## src/rtl/nrd_pkg.sv

```systemverilog
// Package for the nibble register decoder.
// Holds the opcode encoding and the decoded-command record that the
// decoder hands to the register bank.
package nrd_pkg;

    // Opcode in bits 7:4 of a command byte.
    typedef enum logic [3:0] {
        OP_ADDR_LO  = 4'h0,
        OP_ADDR_HI  = 4'h1,
        OP_DATA_LO  = 4'h2,
        OP_DATA_WR  = 4'h3,
        OP_READ     = 4'h4,
        OP_READ_INC = 4'h5
    } nrd_op_e;

    // One-hot style action flags plus the payload nibble.
    typedef struct packed {
        logic       set_lo;
        logic       set_hi;
        logic       dat_lo;
        logic       dat_wr;
        logic       rd;
        logic       inc;
        logic [3:0] nib;
    } nrd_cmd_t;

endpackage

```

## src/rtl/nrd_decode.sv

```systemverilog
// Command decoder: turns a raw command byte into action flags.
// Assumes the caller qualifies the flags with its own accept strobe.
// Unknown opcodes produce no flags.
module nrd_decode
    import nrd_pkg::*;
(
    input  logic [7:0] cmd_byte,
    output nrd_cmd_t   cmd
);

    // Decode the opcode nibble into action flags.
    always_comb begin
        cmd     = '0;
        cmd.nib = cmd_byte[3:0];
        case (cmd_byte[7:4])
            OP_ADDR_LO:  cmd.set_lo = 1'b1;
            OP_ADDR_HI:  cmd.set_hi = 1'b1;
            OP_DATA_LO:  cmd.dat_lo = 1'b1;
            OP_DATA_WR:  cmd.dat_wr = 1'b1;
            OP_READ:     cmd.rd     = 1'b1;
            OP_READ_INC: begin
                cmd.rd  = 1'b1;
                cmd.inc = 1'b1;
            end
            default:     ;
        endcase
    end

endmodule

```

## src/rtl/nrd_regbank.sv

```systemverilog
// Register bank: address pointer, pending low nibble, the writable
// registers and the read multiplexer.
// Assumes fire is high only for a command taken this cycle.
// The position window is read-only; writes there are dropped.
module nrd_regbank
    import nrd_pkg::*;
#(
    parameter int         POS_W        = 24,
    parameter logic [7:0] ID_VALUE     = 8'hA6,
    parameter logic [7:0] ID_ADDR      = 8'h00,
    parameter logic [7:0] SCRATCH_ADDR = 8'h01,
    parameter logic [7:0] MODE_ADDR    = 8'h02,
    parameter logic [7:0] POS_BASE     = 8'h08
) (
    input  logic             clk,
    input  logic             rst_n,
    input  logic             fire,
    input  nrd_cmd_t         cmd,
    input  logic [POS_W-1:0] trig_pos,
    input  logic [POS_W-1:0] stop_pos,
    input  logic [7:0]       cap_status,
    output logic [7:0]       addr,
    output logic [7:0]       rd_data,
    output logic [7:0]       mode_q
);

    localparam int POS_BYTES = (POS_W + 7) / 8;
    localparam int WIN_LEN   = 2 * POS_BYTES + 1;

    logic [3:0]             lo_nib;
    logic [7:0]             scratch_q;
    logic [POS_BYTES*8-1:0] trig_ext;
    logic [POS_BYTES*8-1:0] stop_ext;
    logic [7:0]             win [WIN_LEN];
    logic [7:0]             wr_byte;

    assign wr_byte = {cmd.nib, lo_nib};

    // Address pointer: nibble loads and post-read increment.
    always_ff @(posedge clk) begin
        if (!rst_n) begin
            addr <= '0;
        end else if (fire) begin
            if (cmd.set_lo) addr[3:0] <= cmd.nib;
            if (cmd.set_hi) addr[7:4] <= cmd.nib;
            if (cmd.inc)    addr      <= addr + 8'd1;
        end
    end

    // Pending low data nibble.
    always_ff @(posedge clk) begin
        if (!rst_n)                  lo_nib <= '0;
        else if (fire && cmd.dat_lo) lo_nib <= cmd.nib;
    end

    // Writable registers, committed by the high-nibble command.
    always_ff @(posedge clk) begin
        if (!rst_n) begin
            scratch_q <= '0;
            mode_q    <= '0;
        end else if (fire && cmd.dat_wr) begin
            if (addr == SCRATCH_ADDR) scratch_q <= wr_byte;
            if (addr == MODE_ADDR)    mode_q    <= wr_byte;
        end
    end

    // Zero-extend the positions to whole bytes.
    always_comb begin
        trig_ext              = '0;
        trig_ext[POS_W-1:0]   = trig_pos;
        stop_ext              = '0;
        stop_ext[POS_W-1:0]   = stop_pos;
    end

    // Position window layout: trigger bytes, stop bytes, status.
    for (genvar g = 0; g < POS_BYTES; g++) begin : g_win
        assign win[g]             = trig_ext[8*g +: 8];
        assign win[POS_BYTES + g] = stop_ext[8*g +: 8];
    end
    assign win[WIN_LEN-1] = cap_status;

    // Read multiplexer for the current address.
    always_comb begin
        rd_data = '0;
        if (addr == ID_ADDR)           rd_data = ID_VALUE;
        else if (addr == SCRATCH_ADDR) rd_data = scratch_q;
        else if (addr == MODE_ADDR)    rd_data = mode_q;
        else begin
            for (int i = 0; i < WIN_LEN; i++) begin
                if (addr == 8'(int'(POS_BASE) + i)) rd_data = win[i];
            end
        end
    end

endmodule

```

## src/rtl/nrd_rsp.sv

```systemverilog
// Response slot: a one-entry output register on a valid/ready stream.
// Assumes rd_fire is raised only when cmd_ready was high.
// Command intake is held off while the slot is full and not draining.
module nrd_rsp (
    input  logic       clk,
    input  logic       rst_n,
    input  logic       rd_fire,
    input  logic [7:0] rd_data,
    input  logic       rsp_ready,
    output logic       rsp_valid,
    output logic [7:0] rsp_data,
    output logic       cmd_ready
);

    assign cmd_ready = !rsp_valid || rsp_ready;

    // Slot occupancy: fill on a read, empty when drained.
    always_ff @(posedge clk) begin
        if (!rst_n)         rsp_valid <= 1'b0;
        else if (rd_fire)   rsp_valid <= 1'b1;
        else if (rsp_ready) rsp_valid <= 1'b0;
    end

    // Slot contents: capture the addressed byte on a read.
    always_ff @(posedge clk) begin
        if (!rst_n)       rsp_data <= '0;
        else if (rd_fire) rsp_data <= rd_data;
    end

endmodule

```

## src/rtl/nibble_reg_decoder.sv

```systemverilog
// Top level: nibble-coded command stream to register bank.
// Connects the decoder, the register bank and the response slot.
// A command is taken when cmd_valid and cmd_ready are both high.
module nibble_reg_decoder
    import nrd_pkg::*;
#(
    parameter int         POS_W        = 24,
    parameter logic [7:0] ID_VALUE     = 8'hA6,
    parameter logic [7:0] ID_ADDR      = 8'h00,
    parameter logic [7:0] SCRATCH_ADDR = 8'h01,
    parameter logic [7:0] MODE_ADDR    = 8'h02,
    parameter logic [7:0] POS_BASE     = 8'h08
) (
    input  logic             clk,
    input  logic             rst_n,
    input  logic             cmd_valid,
    input  logic [7:0]       cmd_byte,
    output logic             cmd_ready,
    output logic             rsp_valid,
    output logic [7:0]       rsp_data,
    input  logic             rsp_ready,
    input  logic [POS_W-1:0] trig_pos,
    input  logic [POS_W-1:0] stop_pos,
    input  logic [7:0]       cap_status,
    output logic [7:0]       mode_o
);

    nrd_cmd_t   cmd;
    logic       fire;
    logic [7:0] addr_q;
    logic [7:0] rd_data;

    assign fire = cmd_valid && cmd_ready;

    nrd_decode u_dec (
        .cmd_byte (cmd_byte),
        .cmd      (cmd)
    );

    nrd_regbank #(
        .POS_W        (POS_W),
        .ID_VALUE     (ID_VALUE),
        .ID_ADDR      (ID_ADDR),
        .SCRATCH_ADDR (SCRATCH_ADDR),
        .MODE_ADDR    (MODE_ADDR),
        .POS_BASE     (POS_BASE)
    ) u_bank (
        .clk        (clk),
        .rst_n      (rst_n),
        .fire       (fire),
        .cmd        (cmd),
        .trig_pos   (trig_pos),
        .stop_pos   (stop_pos),
        .cap_status (cap_status),
        .addr       (addr_q),
        .rd_data    (rd_data),
        .mode_q     (mode_o)
    );

    nrd_rsp u_rsp (
        .clk       (clk),
        .rst_n     (rst_n),
        .rd_fire   (fire && cmd.rd),
        .rd_data   (rd_data),
        .rsp_ready (rsp_ready),
        .rsp_valid (rsp_valid),
        .rsp_data  (rsp_data),
        .cmd_ready (cmd_ready)
    );

endmodule

```

## config.mk

```make
export PLATFORM = sky130hd
export DESIGN_NAME = nibble_reg_decoder
export DESIGN_NICKNAME = d
export VERILOG_FILES = /design/src/rtl/nrd_pkg.sv /design/src/rtl/nrd_decode.sv /design/src/rtl/nrd_regbank.sv /design/src/rtl/nrd_rsp.sv /design/src/rtl/nibble_reg_decoder.sv
export SDC_FILE = /design/constraint.sdc
export NUM_CORES = 1
export LEC_CHECK = 0
export BUFFER_PORTS_ARGS = -buffer_cell sky130_fd_sc_hd__buf_2
export CAP_MARGIN = 30
export CORE_MARGIN = 2
export CORE_UTILIZATION = 45
export CTS_CLUSTER_DIAMETER = 200
export DETAILED_ROUTE_END_ITERATION = 7
export PLACE_DENSITY = 0.72
export SYNTH_ARGS = -nofsm -noshare
export SYNTH_HDL_FRONTEND = slang
export SYNTH_SLANG_ARGS = --single-unit
```

## constraint.sdc

```tcl
create_clock -name clk -period 3.6 [get_ports clk]
set_input_delay 0.72 -clock clk [delete_from_list [all_inputs] [get_ports clk]]
set_output_delay 0.72 -clock clk [all_outputs]
set_load 0.01 [all_outputs]
```

==> results of run 1 <==
report_power, final:
group / switching, mW / internal, mW / leakage, nW
logic: 0.0874 / 0.0702 / 0.936
clock network: 0.167 / 0.279 / 0.0687
registers: 0.00737 / 0.414 / 0.299
total: 0.261 / 0.763 / 1.30
critical path, stage by stage (launching register included):
cell       delay, ns
dfxtp_1         0.37
inv_1           0.11
ha_1            0.74
a21oi_1         0.08
a22o_1          0.23
a2111oi_0       0.60
a221oi_1        0.15
o21ai_1         0.19
synthesized netlist by cell type (2+ instances only):
master | count | area [µm²]
a21oi_1 | 25 | 125
and3_1 | 3 | 18.8
a2111oi_0 | 2 | 17.5
nand3b_1 | 5 | 37.5
nor2_1 | 12 | 45.0
nand2b_1 | 7 | 43.8
and4b_1 | 2 | 20.0
ha_1 | 4 | 50.1
o221a_2 | 3 | 33.8
nand3_1 | 14 | 70.1
a31oi_1 | 9 | 56.3
and2_1 | 3 | 18.8
and4_1 | 2 | 17.5
buf_2 | 3 | 15.0
nor2b_1 | 30 | 188
dfxtp_1 | 37 | 741
clkbuf_1 | 17 | 63.8
a41oi_1 | 2 | 17.5
o211ai_1 | 4 | 30.0
mux2i_1 | 25 | 250
a311o_1 | 3 | 30.0
a32o_1 | 2 | 20.0
nand4b_1 | 2 | 17.5
o21ai_0 | 12 | 60.1
a21boi_0 | 6 | 45.0
nor3_1 | 3 | 15.0
o22ai_1 | 9 | 56.3
inv_1 | 9 | 33.8
a221oi_1 | 2 | 17.5
o31a_1 | 4 | 35.0
nand2_1 | 28 | 105
per-layer routing:
layer	vias to the layer above	share of wire	GRT usage
li1	1325	-	-
met4	0	0.012	0.0593
met1	1257	0.47	0.350
met3	8	0.077	0.0362
met5	-	0	0
met2	136	0.44	0.391
worst max-delay path by stage:
stage / start / endpoint / slack, ns / depth (start not counted)
floorplan: rsp_ready / u_rsp.rsp_data[2] / 1.63 / 7
global placement: u_bank.addr[0] / u_rsp.rsp_data[0] / 1.18 / 6
detailed placement: u_bank.addr[0] / u_rsp.rsp_data[0] / 1.14 / 7
CTS: u_bank.addr[0] / u_rsp.rsp_data[0] / 1.09 / 7
global route: u_bank.addr[0] / u_rsp.rsp_data[0] / 0.77 / 7
finish: u_bank.addr[0] / u_rsp.rsp_data[0] / 1.06 / 7
stage by stage:
stage / cells / power (mW) / cell area (µm²) / hold WS, ns / setup slack [ns]
after global routing: 464 / 1.06 / 3130 / 0.535 / 0.773
after floorplan: 322 / 0.524 / 2590 / 0.483 / 1.63
after CTS: 464 / 1.03 / 3130 / 0.485 / 1.09
after detailed placement: 456 / 0.586 / 2990 / 0.461 / 1.14
final: 464 / 1.02 / 3130 / 0.483 / 1.06
after global placement: 456 / 0.585 / 2990 / 0.476 / 1.18
sequential cells by signal, summed over array words and instances (netlist names):
signal and count:
u_bank.addr 8, u_bank.mode_q 8, u_bank.scratch_q 8, u_rsp.rsp_data 8, u_bank.lo_nib 4, u_rsp.rsp_valid 1
cell families after synthesis:
family | share of synthesized area
adder cells (fa/ha/maj) | 0.0193
XOR/XNOR | 0.00339
AO/OA/AOI/OAI | 0.255
AND/OR/NAND/NOR | 0.280
flip-flops | 0.286
buffers and inverters | 0.0595
multiplexers | 0.0967
cell type report:
cell class	instances	area, µm²	area share
Multi-Input combinational cell	251	1690	0.541
Sequential cell	37	741	0.237
Timing Repair Buffer	86	433	0.138
Tap cell	72	90.1	0.0288
Clock buffer	5	68.8	0.0220
Clock inverter	3	68.8	0.0220
Inverter	10	37.5	0.0120
==> out/qor.yml, run 1 <==
clocking:
  clk_latency_ns: 0.30
  clk_path_buf_depth: 2
  cts_setup_buffers: 0
  postCtsResizedCells: 0
  clkTransAtPathRegs_ns: 0.08
  numCtsBuffers: 5
  cts_tree: "done"
  clock_sinks: 37
  htree_levels: 2
  hold_buffers: 0
  clock_tree.root_cell: "clkbuf_8"
hold_path:
  hp-start: "u_rsp.rsp_data[0]"
  min_path_cells: 2
  holdPathEnd: "u_rsp.rsp_data[0]"
  hp-class: "flip-flop to flip-flop"
die:
  rows: 27
  die_width_um: 79.8
  initial_core_util: 0.467
  die_y_um: 79.8
  boundaryPins: 86
  dieArea_um2: 6370
  core_area_um2: 5540
placement:
  portBuffers: 85
  place_congestion: 0.825
  dp_hpwl_mm: 5.81
logic_synthesis:
  synth_nets: 394
  syn_avg_cell_area_um2: 8.04
  synth_edf_count: 0
  syn_area_um2: 2590
  async_flop_share: 0
  yosys_warnings: 0
  syn_inst: 322
  synth_cell_type_count: 64
  ys_ff_latch: 37
  seq_area_frac_synth: 0.286
  synth-main-ff-cell: "dfxtp_1"
final_layout:
  drive_gt1_frac: 0.268
  nNetsFinal: 463
  antenna_cells: 0
  final_util: 0.565
  mostFrequentLayoutCells: "85 x buf_2, 37 x dfxtp_1, 30 x nor2b_1"
  area_growth_pct: 21.0
  layout_commonest_cell: "buf_2"
  fillers: 526
setup_path:
  crit_required_ns: 3.83
  worstSetupEndpointType: "flip-flop"
  reg2reg_to: "u_rsp.rsp_data[0]"
  criticalPathCategory: "flip-flop to flip-flop"
  cp-start-kind: "flip-flop"
  arrival_ns: 2.77
  timing.rr.start: "u_bank.addr[0]"
  critPathMaxFanout: 26
  rrSetupSlack_ns: 1.06
  worst_r2r_path_depth: 7
run:
  cap_violations: 0
power:
  ir_drop_uv: 246
  p_leak_nw: 1.30
  powerDensity_nw_per_um2: 327
sta:
  fmax_ghz: 0.394
  worst_clock_skew_ns: 0.00663
  fin_tns_setup_ns: 0
  worstMarginPinSlew_ns: 0.958
  hold_violations: 0
  rsz0062_at_grt: "false"
  slew_viol_final: 0
  fin_crit_sh: 0.706
  period_minus_slack_ns: 2.54
  setup_violations: 0
  slew_headroom: 0.352
routing:
  route.detailed.drc: 0
  drt_iter0_drc: 229
  via_per_inst: 5.88
  ant_nets: 0
  drt-total-wl_mm: 7.98
  drtPass1Iterations: 5
  num_vias: 2726
  wire_per_inst_um: 17.2
global_route:
  antenna_found_initial: 0
  grt_pass1_wl_mm: 12.4
  grt-ovfl-total: 0
  grt_max_degree: 41
  grt_use_total: 0.246
  grt_pass1_vias: 2411
outcome:
  outcome: "finished, final reports clean"
Power figures use the tool's default switching activity.
==> run 2, diff against run 1 <==
Settings changed: ABC_AREA from default to 1, PLACE_DENSITY 0.72 to 0.77.
Clock period 3.6 ns to 2.15 ns, I/O delays scaled along.
==> out/qor.yml, run 2 <==
setup_path:
  critPathMaxFanout: 9  # -65%
  arrival_ns: 2.06  # -0.71 ns
  cp-start-kind: "flip-flop"
  path_cells: "ha_1 -> inv_1 -> nor3_4 -> inv_2 -> nand3_1 -> nand3_1 -> nand2_1 -> nand2_1 -> nand2_1 -> nand2_1 -> nand2_1 -> a21oi_1"
  critPathSlowestCell: "dfxtp_1"
  crit_top_cell: "nand2_1"
  criticalPathCategory: "flip-flop to flip-flop"
  cp_num_buf_inv: 2  # +1
  crit_required_ns: 2.33  # -1.50 ns
  crit_path_max_incr_delay_ns: 0.41  # -0.33 ns
  worstSetupEndpointType: "flip-flop"
  critPathTopFamily: "simple AND/OR/NAND/NOR gates"
  worst_r2r_path_depth: 12  # +5
  path_depth: 12  # +5
final_layout:
  fillers: 515  # -2.1%
  nNetsFinal: 536  # +16%
  antenna_cells: 0  # unchanged
  mostFrequentLayoutCells: "85 x buf_2, 75 x nand2_1, 59 x a21oi_1"
  layout_commonest_cell: "buf_2"
  area_growth_pct: 28.2
  drive_gt1_frac: 0.284  # +0.0160
placement:
  dp_hpwl_mm: 5.59  # -3.8%
  place_ws_ns: 0.180  # -0.956 ns
  portBuffers: 85  # unchanged
  place_congestion: 0.853  # +3.5%
clocking:
  postCtsResizedCells: 0  # unchanged
  cts_setup_buffers: 0  # unchanged
  clk_latency_ns: 0.30  # about the same
  hold_buffers: 0  # unchanged
  clock_tree.root_cell: "clkbuf_8"
  numCtsBuffers: 5  # unchanged
  cts_tree: "done"
  clk_path_buf_depth: 2  # unchanged
  htree_levels: 2  # unchanged
  clkTransAtPathRegs_ns: 0.08  # about the same
  clock_sinks: 37  # unchanged
routing:
  drtPass1Iterations: 5  # unchanged
  drt_iter0_drc: 142  # -38%
  via_per_inst: 5.23  # -11%
  wire_per_inst_um: 13.5  # -22%
  num_vias: 2800  # +2.7%
  drt-total-wl_mm: 7.21  # -9.7%
  route.detailed.drc: 0  # unchanged
  ant_nets: 0  # unchanged
die:
  core_area_um2: 5070  # -8.4%
  initial_core_util: 0.466  # -0.00130
  die_width_um: 76.5  # -4.2%
  boundaryPins: 86  # unchanged
  rows: 26  # -3.7%
  die_y_um: 76.5  # -4.2%
  dieArea_um2: 5850  # -8.2%
logic_synthesis:
  synth_top_family_by_area: "simple AND/OR/NAND/NOR gates"
  synthTopCellsByArea: "dfxtp_1 31%, a21oi_1 12%, nand2_1 12%"
  synth.most_common_cell: "nand2_1"
  ys_ff_latch: 37  # unchanged
  synth.largest_area_cell: "dfxtp_1"
  async_flop_share: 0  # unchanged
  syn_area_um2: 2360  # -8.7%
  syn_avg_cell_area_um2: 6.35  # -21%
  synth_cell_type_count: 30  # -53%
  synthSimpleGateAreaFrac: 0.321  # +0.0414
  synthDominantCellAreaShare: 0.313  # +0.0271
  synth-compound-area-share: 0.255  # +0.000326
  synthAdderAreaFrac: 0.0212  # +0.00183
  synth_mux_area_frac: 0  # -0.0967
  netlist_top_cells_count: "76 x nand2_1, 59 x a21oi_1, 47 x o21ai_0"
  syn_inst: 372  # +16%
  yosys_warnings: 0  # unchanged
  synth-main-ff-cell: "dfxtp_1"
  synthXorXnorAreaFrac: 0.00371  # +0.000321
  synth_edf_count: 0  # unchanged
  synth_nets: 444  # +13%
  seq_area_frac_synth: 0.313  # +0.0271
global_route:
  antenna_found_initial: 0  # unchanged
  grt-ovfl-total: 0  # unchanged
  grt_pass1_vias: 2608  # +8.2%
  grt_use_total: 0.249  # +0.00353
  grt_max_degree: 22  # -46%
  grt_pass1_wl_mm: 11.9  # -3.8%
sta:
  rsz0062_at_grt: "false"
  period_minus_slack_ns: 1.88  # -0.661 ns
  fmax_ghz: 0.532  # +35%
  slew_headroom: 0.642  # +0.290
  fin_crit_sh: 0.875  # +0.169
  hold_ws_ns: 0.432  # -0.0508 ns
  setup_slack_ns: 0.270  # -0.789 ns
  worst_clock_skew_ns: 0.00503  # -0.00161 ns
  worstMarginPinSlew_ns: 0.533  # -0.425 ns
  fin_tns_setup_ns: 0  # unchanged
  setup_violations: 0  # unchanged
  hold_violations: 0  # unchanged
  slew_viol_final: 0  # unchanged
hold_path:
  hp-class: "input pin to flip-flop"
  min_path_cells: 3  # +1
power:
  p_leak_nw: 1.45  # +11%
  ir_drop_uv: 415  # +68%
  powerDensity_nw_per_um2: 504  # +54%
  total_power_mw: 1.53  # +49%
outcome:
  outcome: "finished, final reports clean"
run:
  cap_violations: 0  # unchanged
-- run 2: layer usage --
layer / global-route usage / vias up / share of wire
met5: 0 / - / 0
met4: 0.0818 / 0 / 0.020
met3: 0.0415 / 12 / 0.073
met2: 0.422 / 127 / 0.45
met1: 0.323 / 1247 / 0.46
li1: - / 1414 / -
-- run 2: layout make-up --
cell class	count	area (µm²)	area share
clock buffers	6	82.6	0.0273
clock inverters	2	37.5	0.0124
well taps	70	87.6	0.0289
flip-flops and latches	37	742	0.245
multi-input cells	284	1430	0.471
repair buffers	95	500	0.165
inverters	41	154	0.0508
-- run 2: power breakdown --
group	switching, mW	total (mW)	internal [mW]
sequential	0.00873	0.703	0.694
combinational	0.106	0.186	0.0792
clock	0.261	0.638	0.377
total	0.376	1.53	1.15
-- run 2: metrics by stage --
stage,area (µm²),std cells,utilization
after floorplan,2360,372,-
after global placement,2900,527,0.572
after detailed placement,2900,527,0.572
after CTS,3020,535,0.596
after global routing,3030,535,0.597
final,3030,535,0.597
-- run 2: final timing paths --
check | to | startpoint | slack [ns]
hold reg to reg | u_bank.scratch_q[0] | u_bank.scratch_q[0] | 0.47
setup / recovery | u_rsp.rsp_data[3] | u_bank.addr[0] | 0.27
hold / removal | u_bank.lo_nib[3] | cmd_byte[3] | 0.43
setup reg to reg | u_rsp.rsp_data[3] | u_bank.addr[0] | 0.27
-- run 2: worst min-delay path: stages --
cell    delay [ns]
buf_2         0.13
nor2_1        0.05
nor2_1        0.08
-- run 2: kinds of logic (layout without fill, tap and decap cells) --
family	after synthesis	count (layout)
compound gates	118	118
buf+inv	51	144
simple gates	161	161
flops	37	37
fa+ha+maj	4	4
xor+xnor	1	1
==> run 3, diff against run 2 <==
==> constraint.sdc (replaced) <==
create_clock -name clk -period 2.15 [get_ports clk]
set_input_delay 0.1075 -clock clk [delete_from_list [all_inputs] [get_ports clk]]
set_output_delay 0.1075 -clock clk [all_outputs]
set_load 0.01 [all_outputs]
==> out/qor.yml, run 3 (synthesized netlist as in run 2, its figures left out) <==
outcome:
  outcome: "finished, final reports clean"
die:
  dieArea_um2: 5850  # unchanged
  die_y_um: 76.5  # unchanged
  core_area_um2: 5070  # unchanged
  boundaryPins: 86  # unchanged
  die_width_um: 76.5  # unchanged
  rows: 26  # unchanged
  initial_core_util: 0.466  # unchanged
sta:
  setup_slack_ns: 0.231  # -0.0385 ns
  fin_crit_sh: 0.892  # +0.0179
  slew_viol_final: 0  # unchanged
  hold_ws_ns: 0.120  # -0.312 ns
  period_minus_slack_ns: 1.92  # +0.0385 ns
  fmax_ghz: 0.521  # -2.0%
  worst_clock_skew_ns: 0.0117  # +0.00667 ns
  hold_violations: 0  # unchanged
  rsz0062_at_grt: "false"
  slew_headroom: 0.600  # -0.0425
  setup_violations: 0  # unchanged
  worstMarginPinSlew_ns: 0.600  # +0.0673 ns
  fin_tns_setup_ns: 0  # unchanged
power:
  total_power_mw: 1.40  # -8.4%
  pwr-share-comb: 0.129  # +0.007
  switching_power_uw: 369  # -1.9%
  p_leak_nw: 1.41  # -2.6%
  p_int_mw: 1.03  # -10%
  power_frac_seq: 0.503  # +0.042
  sw_frac_of_total: 0.264  # +0.0175
  clkPwrFrac: 0.368  # -0.050
  powerDensity_nw_per_um2: 473  # -6.0%
  ir_drop_uv: 358  # -14%
setup_path:
  critPathMaxFanout: 8  # -1
  crit_top_cell: "nand2_1"
  crit_required_ns: 2.38  # +0.05 ns
  crit_path_max_incr_delay_ns: 0.41  # about the same
  worstSetupEndpointType: "flip-flop"
  reg2reg_to: "u_rsp.rsp_data[1]"
  cp-start-kind: "flip-flop"
  path_cells: "inv_1 -> ha_1 -> inv_2 -> nor2_4 -> nand2_1 -> o21ai_0 -> o21ai_0 -> o21ai_0 -> nand3_1 -> nand2_1 -> nand2_1 -> nand2_1 -> a21oi_1"
  critPathSlowestCell: "dfxtp_1"
  timing.rr.start: "u_bank.addr[0]"
  worst_r2r_path_depth: 13  # +1
  arrival_ns: 2.15  # +0.09 ns
  criticalPathCategory: "flip-flop to flip-flop"
  rrSetupSlack_ns: 0.23  # -0.04 ns
placement:
  place_ws_ns: 0.201  # +0.0202 ns
  place_congestion: 0.913  # +7.0%
  dp_cells: 521  # -1.1%
  dp_hpwl_mm: 5.45  # -2.5%
  portBuffers: 85  # unchanged
  dpl_cell_area_um2: 2860  # -1.6%
global_route:
  antenna_found_initial: 0  # unchanged
  grt_max_degree: 31  # +41%
  grt_pass1_vias: 2445  # -6.3%
  grt_use_total: 0.238  # -0.0113
  grt_pass1_wl_mm: 11.4  # -3.8%
  grt-ovfl-total: 0  # unchanged
routing:
  met3RoutedLength_um: 500  # -5.7%
  route.detailed.drc: 0  # unchanged
  wire_per_inst_um: 13.0  # -3.7%
  wl_met2_mm: 3.06  # -5.3%
  ant_nets: 0  # unchanged
  drt_iter0_drc: 87  # -39%
  drtPass1Iterations: 5  # unchanged
  via_per_inst: 5.08  # -3.0%
  wl_met1_mm: 3.16  # -4.5%
  top_layer_used: "met4"
  drt-total-wl_mm: 6.86  # -4.8%
  num_vias: 2686  # -4.1%
clocking:
  clock_sinks: 37  # unchanged
  clk_path_buf_depth: 2  # unchanged
  hold_buffers: 0  # unchanged
  cts_setup_buffers: 0  # unchanged
  clock_tree.root_cell: "clkbuf_8"
  numCtsBuffers: 5  # unchanged
  clk_latency_ns: 0.29  # about the same
  htree_levels: 2  # unchanged
  clkTransAtPathRegs_ns: 0.08  # about the same
  cts_tree: "done"
final_layout:
  final_cell_count_no_fill: 529  # -1.1%
  area_growth_pct: 25.0
  drive_gt1_frac: 0.266  # -0.0181
  final_area_um2: 2960  # -2.5%
  final_util: 0.582  # -0.0148
  nNetsFinal: 530  # -1.1%
  mostFrequentLayoutCells: "85 x buf_2, 76 x nand2_1, 59 x a21oi_1"
  antenna_cells: 0  # unchanged
  layout_commonest_cell: "buf_2"
hold_path:
  hp-class: "input pin to flip-flop"
  holdPathEnd: "u_bank.lo_nib[3]"
  hp-start: "cmd_byte[3]"
  min_path_cells: 3  # unchanged
run:
  cap_violations: 0  # unchanged
==> run 3: routing by layer <==
metal | global-route usage | vias up
met3 | 0.0415 | 12
met4 | 0.0800 | 0
met5 | 0 | -
li1 | - | 1403
met1 | 0.315 | 1154
met2 | 0.393 | 117
==> run 3: what timing repair did <==
action / in CTS / in global routing
endpoints found under the hold margin: 0 / 0
resized for setup: 0 / 1
endpoints found under the setup margin: 0 / 2
==> run 3: power groups by stage <==
stage / Sequential (mW) / Clock (mW) / Combinational (mW)
after floorplan: 0.718 / 0 / 0.0880
after global placement: 0.719 / 0 / 0.176
after detailed placement: 0.719 / 0 / 0.177
after CTS: 0.703 / 0.522 / 0.179
after global routing: 0.705 / 0.555 / 0.201
final: 0.703 / 0.515 / 0.180
==> run 3: cell type report <==
class	count	area, µm²
fill	527	2120
multi-input combinational	284	1420
sequential	37	741
timing repair buffer	89	455
inverter	41	154
tap	70	87.6
clock buffer	6	82.6
clock inverter	2	13.8
==> run 3: worst max-delay path by stage <==
stage                        end  slack [ns]           start  depth (start not counted)
6_report       u_rsp.rsp_data[1]        0.23  u_bank.addr[0]                         13
5_1_grt        u_rsp.rsp_data[6]        0.07  u_bank.addr[0]                         13
2_1_floorplan  u_rsp.rsp_data[1]        0.52  u_bank.addr[0]                         13
4_1_cts        u_rsp.rsp_data[1]        0.19  u_bank.addr[0]                         13
3_3_place_gp   u_rsp.rsp_data[1]        0.24  u_bank.addr[0]                         13
3_5_place_dp   u_rsp.rsp_data[1]        0.20  u_bank.addr[0]                         13
==> run 3: worst max-delay path: cells and delay by family, from the launching register on <==
kind	cells	cell delay, ns
DFF	1	0.41
buffers and inverters	2	0.22
AOI/OAI and AO/OA	4	0.52
and+or+nand+nor	6	0.48
adders and majority gates	1	0.21
